--- config.mk ---
export PLATFORM = sky130hd
export DESIGN_NAME = urx_sampler
export DESIGN_NICKNAME = d
export VERILOG_FILES = /design/src/rtl/uart_rx_pkg.sv /design/src/rtl/urx_sampler.sv
export SDC_FILE = /design/constraint.sdc
export NUM_CORES = 1
export LEC_CHECK = 0
export ABC_AREA = 1
export BUFFER_PORTS_ARGS = -buffer_cell sky130_fd_sc_hd__buf_2
export CORE_UTILIZATION = 55
export DETAILED_ROUTE_END_ITERATION = 10
export MAX_ROUTING_LAYER = met4
export PLACE_DENSITY = 0.76
export SYNTH_ARGS = -nofsm -noshare
export SYNTH_HDL_FRONTEND = slang
export SYNTH_SLANG_ARGS = --single-unit
--- constraint.sdc ---
create_clock -name clk -period 3.2 [get_ports clk]
set_input_delay 0.48 -clock clk [delete_from_list [all_inputs] [get_ports clk]]
set_output_delay 0.48 -clock clk [all_outputs]
set_load 0.1 [all_outputs]
--- src/rtl/uart_rx_pkg.sv ---
package uart_rx_pkg;
  localparam int DATA_W = 8;

  typedef enum logic [2:0] {
    S_IDLE, S_START, S_BITS, S_STOP, S_SKIP, S_WAITH
  } rx_state_e;

  typedef struct packed {
    logic [DATA_W-1:0] data;
    logic              perr;
    logic              stop_ok;
    logic              all_zero;
  } rx_frame_t;
endpackage

--- src/rtl/urx_sampler.sv ---
module urx_sampler
  import uart_rx_pkg::*;
#(
  parameter int OSR = 16
) (
  input  logic      clk,
  input  logic      rst_n,
  input  logic      line,
  input  logic      tick,
  input  logic      par_en,
  input  logic      par_odd,
  input  logic      two_stop,
  output logic      frm_valid,
  output rx_frame_t frm,
  output logic      idle
);
  localparam int CW  = $clog2(OSR);
  localparam int BW  = $clog2(DATA_W + 2);
  localparam logic [CW-1:0] MID  = CW'(OSR/2 - 1);
  localparam logic [CW-1:0] LAST = CW'(OSR - 1);

  rx_state_e         state;
  logic [CW-1:0]     cnt;
  logic [BW-1:0]     bit_idx;
  logic [DATA_W-1:0] sh;
  logic              pbit;
  logic [BW-1:0]     last_idx;

  assign last_idx = par_en ? BW'(DATA_W) : BW'(DATA_W - 1);
  assign idle     = (state == S_IDLE);

  always_ff @(posedge clk or negedge rst_n) begin
    if (!rst_n) begin
      state     <= S_IDLE;
      cnt       <= '0;
      bit_idx   <= '0;
      sh        <= '0;
      pbit      <= 1'b0;
      frm_valid <= 1'b0;
      frm       <= '0;
    end else begin
      frm_valid <= 1'b0;
      case (state)
        S_IDLE: if (tick && !line) begin
          state <= S_START;
          cnt   <= '0;
        end
        S_START: if (tick) begin
          if (cnt == MID) begin
            cnt     <= '0;
            bit_idx <= '0;
            state   <= line ? S_IDLE : S_BITS;
          end else cnt <= cnt + 1'b1;
        end
        S_BITS: if (tick) begin
          if (cnt == LAST) begin
            cnt <= '0;
            if (bit_idx < BW'(DATA_W)) sh <= {line, sh[DATA_W-1:1]};
            else                       pbit <= line;
            bit_idx <= bit_idx + 1'b1;
            if (bit_idx == last_idx) state <= S_STOP;
          end else cnt <= cnt + 1'b1;
        end
        S_STOP: if (tick) begin
          if (cnt == LAST) begin
            cnt            <= '0;
            frm_valid      <= 1'b1;
            frm.data       <= sh;
            frm.stop_ok    <= line;
            frm.perr       <= par_en & (^sh ^ pbit ^ par_odd);
            frm.all_zero   <= (sh == '0) && !(par_en && pbit) && !line;
            if (!line)         state <= S_WAITH;
            else if (two_stop) state <= S_SKIP;
            else               state <= S_IDLE;
          end else cnt <= cnt + 1'b1;
        end
        S_SKIP: if (tick) begin
          if (cnt == LAST) begin
            cnt   <= '0;
            state <= S_WAITH;
          end else cnt <= cnt + 1'b1;
        end
        S_WAITH: if (line) state <= S_IDLE;
        default: state <= S_IDLE;
      endcase
    end
  end

  AST_ONE_CYCLE_FRAME: assert property (@(posedge clk) disable iff (!rst_n)
    frm_valid |=> !frm_valid);
  AST_GLITCH_IDLE: assert property (@(posedge clk) disable iff (!rst_n)
    (state == S_START && tick && cnt == MID && line) |=> (state == S_IDLE && !frm_valid));
endmodule

==> results.sh <==
export IMPL_status="finished clean"
export IMPL_drive_gt1_frac=0.2092
export IMPL_crit_slowest_cell="dfrtp_1"
export IMPL_hold_path_class="in -> async"
export IMPL_ys_seq_elements=32
export IMPL_place_inst=275
export IMPL_wl_per_cell_um=11.19
export IMPL_grt_max_degree=33
export IMPL_critPathKind="reg -> out"
export IMPL_dieWidth_um=58.80
export IMPL_max_slew_worst_pin_slew_ns=0.7012
export IMPL_multiInputGateArea_um2=832.0
export IMPL_p_total_w=0.001260
export IMPL_ys_types=27
export IMPL_cts_tree="done"
export IMPL_switching_share=0.4186
export IMPL_wirelength_um=3168
export IMPL_synth_most_common_cell="nand2_1"
export IMPL_path_buf_inv=2
export IMPL_avgSynthCellArea_um2=8.176
export IMPL_cts_buffer_depth=2
export IMPL_cts_sinks=32
export IMPL_worst_path_largest_cell_delay_ns=0.47
export IMPL_grt_pass1_vias=1190
export IMPL_drv_cap=0
export IMPL_holdBufCountCts=0
export IMPL_drcViolationCount=0
export IMPL_rrSetupSlack_ns=1.61
export IMPL_worst_r2r_endpoint="frm[2]$_DFFE_PN0P_"
export IMPL_post_cts_buffers=0
export IMPL_finalHoldViolCount=0
export IMPL_num_rows=20
export IMPL_die_height_um=58.80
export IMPL_slew_violations=0
export IMPL_max_freq_mhz=500.8
export IMPL_arrival_ns=1.52
export IMPL_layout_min_cycle_time_ns=1.997
export IMPL_leakage_nw=1.117
export IMPL_internal_power_w=0.0007326
export IMPL_path_max_fanout=7
export IMPL_seq_area_um2=800.8
export IMPL_synth_top_flop_cell="dfrtp_1"
export IMPL_synth_fp_nets=230
export IMPL_die_area_um2=3457
export IMPL_critPathLaunch="state[1]$_DFFE_PN0P_"
export IMPL_synth_edf_count=0
export IMPL_fin_crit_sh=0.6240
export IMPL_crit_required_ns=2.72
export IMPL_comb_power_share=0.371
export IMPL_gr_total_overflow=0
export IMPL_antennaDiodeCount=0
export IMPL_via_per_inst=4.965
export IMPL_synth_top_area_frac=0.4513
export IMPL_ff2ff_path_depth=7
export IMPL_power_frac_seq=0.385
export IMPL_finalNonFillerCells=283
export IMPL_clock_latency_ns=0.34
export IMPL_endpoint="idle"
export IMPL_p_per_area_nw_per_um2=640.6
export IMPL_slew_headroom=0.5325
export IMPL_tns_ns=0
export IMPL_port_buffers=19
export IMPL_dr_pass1_iters=6
export IMPL_p_sw_w=0.0005274
export IMPL_pwr_share_clk=0.244
export IMPL_rr_startpoint="cnt[0]$_DFFE_PN0P_"
export IMPL_synth_area_leaders="dfrtp_1, nand2_1, o21ai_0"
export IMPL_cts_root_buf="clkbuf_4"
export IMPL_synth_area_um2=1774
export IMPL_nets=251
export IMPL_synth_common_cells="nand2_1, dfrtp_1, inv_1, nor2_1, o21ai_0"
export IMPL_post_synth_top_area_cell="dfrtp_1"
export IMPL_num_fill_cells=279
export IMPL_htreeDepth=2
export IMPL_ios=20
export IMPL_core_um2=3053
export IMPL_numCtsBuffers=5
export IMPL_clkSlewWorstSetupHoldPaths_ns=0.10
export IMPL_gp_congestion=0.8000
export IMPL_setup_viol=0
export IMPL_cp_cell_sequence="inv_2 -> nand2_1 -> nor2_1 -> buf_2"
export IMPL_antenna_found_initial=0
export IMPL_cts_resized=0
export IMPL_syn_inst=217
export IMPL_crit_path_end_kind="primary output"
export IMPL_areaGrowthSynthToFinish_pct=10.86
export IMPL_fin_util=0.6443
export IMPL_start_kind="register"
export IMPL_ir_drop_mv=0.4306
export IMPL_placed_area_um2=1887
export IMPL_yosys_warnings=0
export IMPL_path_depth=4
export IMPL_critPathTopFamily="buffers and inverters"
export IMPL_ys_seq_area_frac=0.4513
export IMPL_drtIter0Drc=86
export IMPL_finalInstanceArea_um2=1967
export IMPL_grtUsageTotal=0.2090
export IMPL_detailed_place_hpwl_um=2311
export IMPL_synthArstFlopShare=1.000
export IMPL_start_util=0.5811
export IMPL_ant_nets=0
export IMPL_rsz0062_at_grt="false"
export IMPL_vias=1405
export IMPL_finClkSkew_ns=0.006121
export IMPL_grt_first_pass_wirelength_um=5147
==> cell families after synthesis <==
| logic type | Yosys count | share of synthesized area |
|---|---|---|
| AO/OA/AOI/OAI | 28 | 0.08604 |
| XOR/XNOR | 5 | 0.02468 |
| adder cells (fa/ha/maj) | 6 | 0.04231 |
| buffers and inverters | 32 | 0.07969 |
| flip-flops | 32 | 0.4513 |
| AND/OR/NAND/NOR | 114 | 0.3159 |
==> worst min path at each step <==
stage / start / to / cells past startpoint
floorplan: rst_n / bit_idx[0]$_DFFE_PN0P_ / 0
finish: rst_n / frm[6]$_DFFE_PN0P_ / 1
detailed placement: sh[4]$_DFFE_PN0P_ / sh[3]$_DFFE_PN0P_ / 2
global route: rst_n / frm[5]$_DFFE_PN0P_ / 1
CTS: rst_n / frm[5]$_DFFE_PN0P_ / 1
global placement: frm[5]$_DFFE_PN0P_ / frm[5]$_DFFE_PN0P_ / 2
==> cell usage in the layout (no fill, tap or decap), drive strengths merged, types with 2 or more instances in the layout <==
cell type,instances
nand2,66
dfrtp,32
inv,27
nor2,23
o21ai,23
buf,19
nand3,16
nand4,6
ha,6
clkbuf,5
xor2,4
a21oi,3
nand3b,2
==> flip-flops by register name, summed over array words and instances, names as in the netlist <==
name,flops
cnt,4
state,3
pbit,1
bit_idx,4
frm_valid,1
frm,11
sh,8
==> per-layer routing <==
layer	vias up	routed length (um)	GRT usage
met4	0	44	0.06122
met1	646	1602	0.2612
met3	6	106	0.07253
met2	23	1414	0.3198
met5	-	0	-
li1	730	-	-
==> area by class of cell <==
class	count	share of cell area
clock buffer	5	0.01908
clock inverter	3	0.02163
multi-input combinational	153	0.4230
inverter	27	0.05280
tap	44	0.02799
sequential	32	0.4071
timing repair buffer	19	0.04835
==> power by group through the flow <==
| stage | clock, W | combinational [W] | sequential [W] |
|---|---|---|---|
| global route | 0.000338 | 0.000513 | 0.000492 |
| global placement | 0 | 0.000468 | 0.000490 |
| finish | 0.000307 | 0.000467 | 0.000485 |
| floorplan | 0 | 0.000411 | 0.000468 |
| CTS | 0.000309 | 0.000468 | 0.000485 |
| detailed placement | 0 | 0.000464 | 0.000493 |
==> metrics by stage <==
step	setup slack, ns	hold slack (ns)
2_1_floorplan	0.6567	0.1844
3_3_place_gp	1.601	0.4608
3_5_place_dp	1.579	0.4658
4_1_cts	1.206	0.2043
5_1_grt	1.106	0.2054
6_report	1.203	0.1763
No activity file was read; power rests on OpenSTA's default activity.
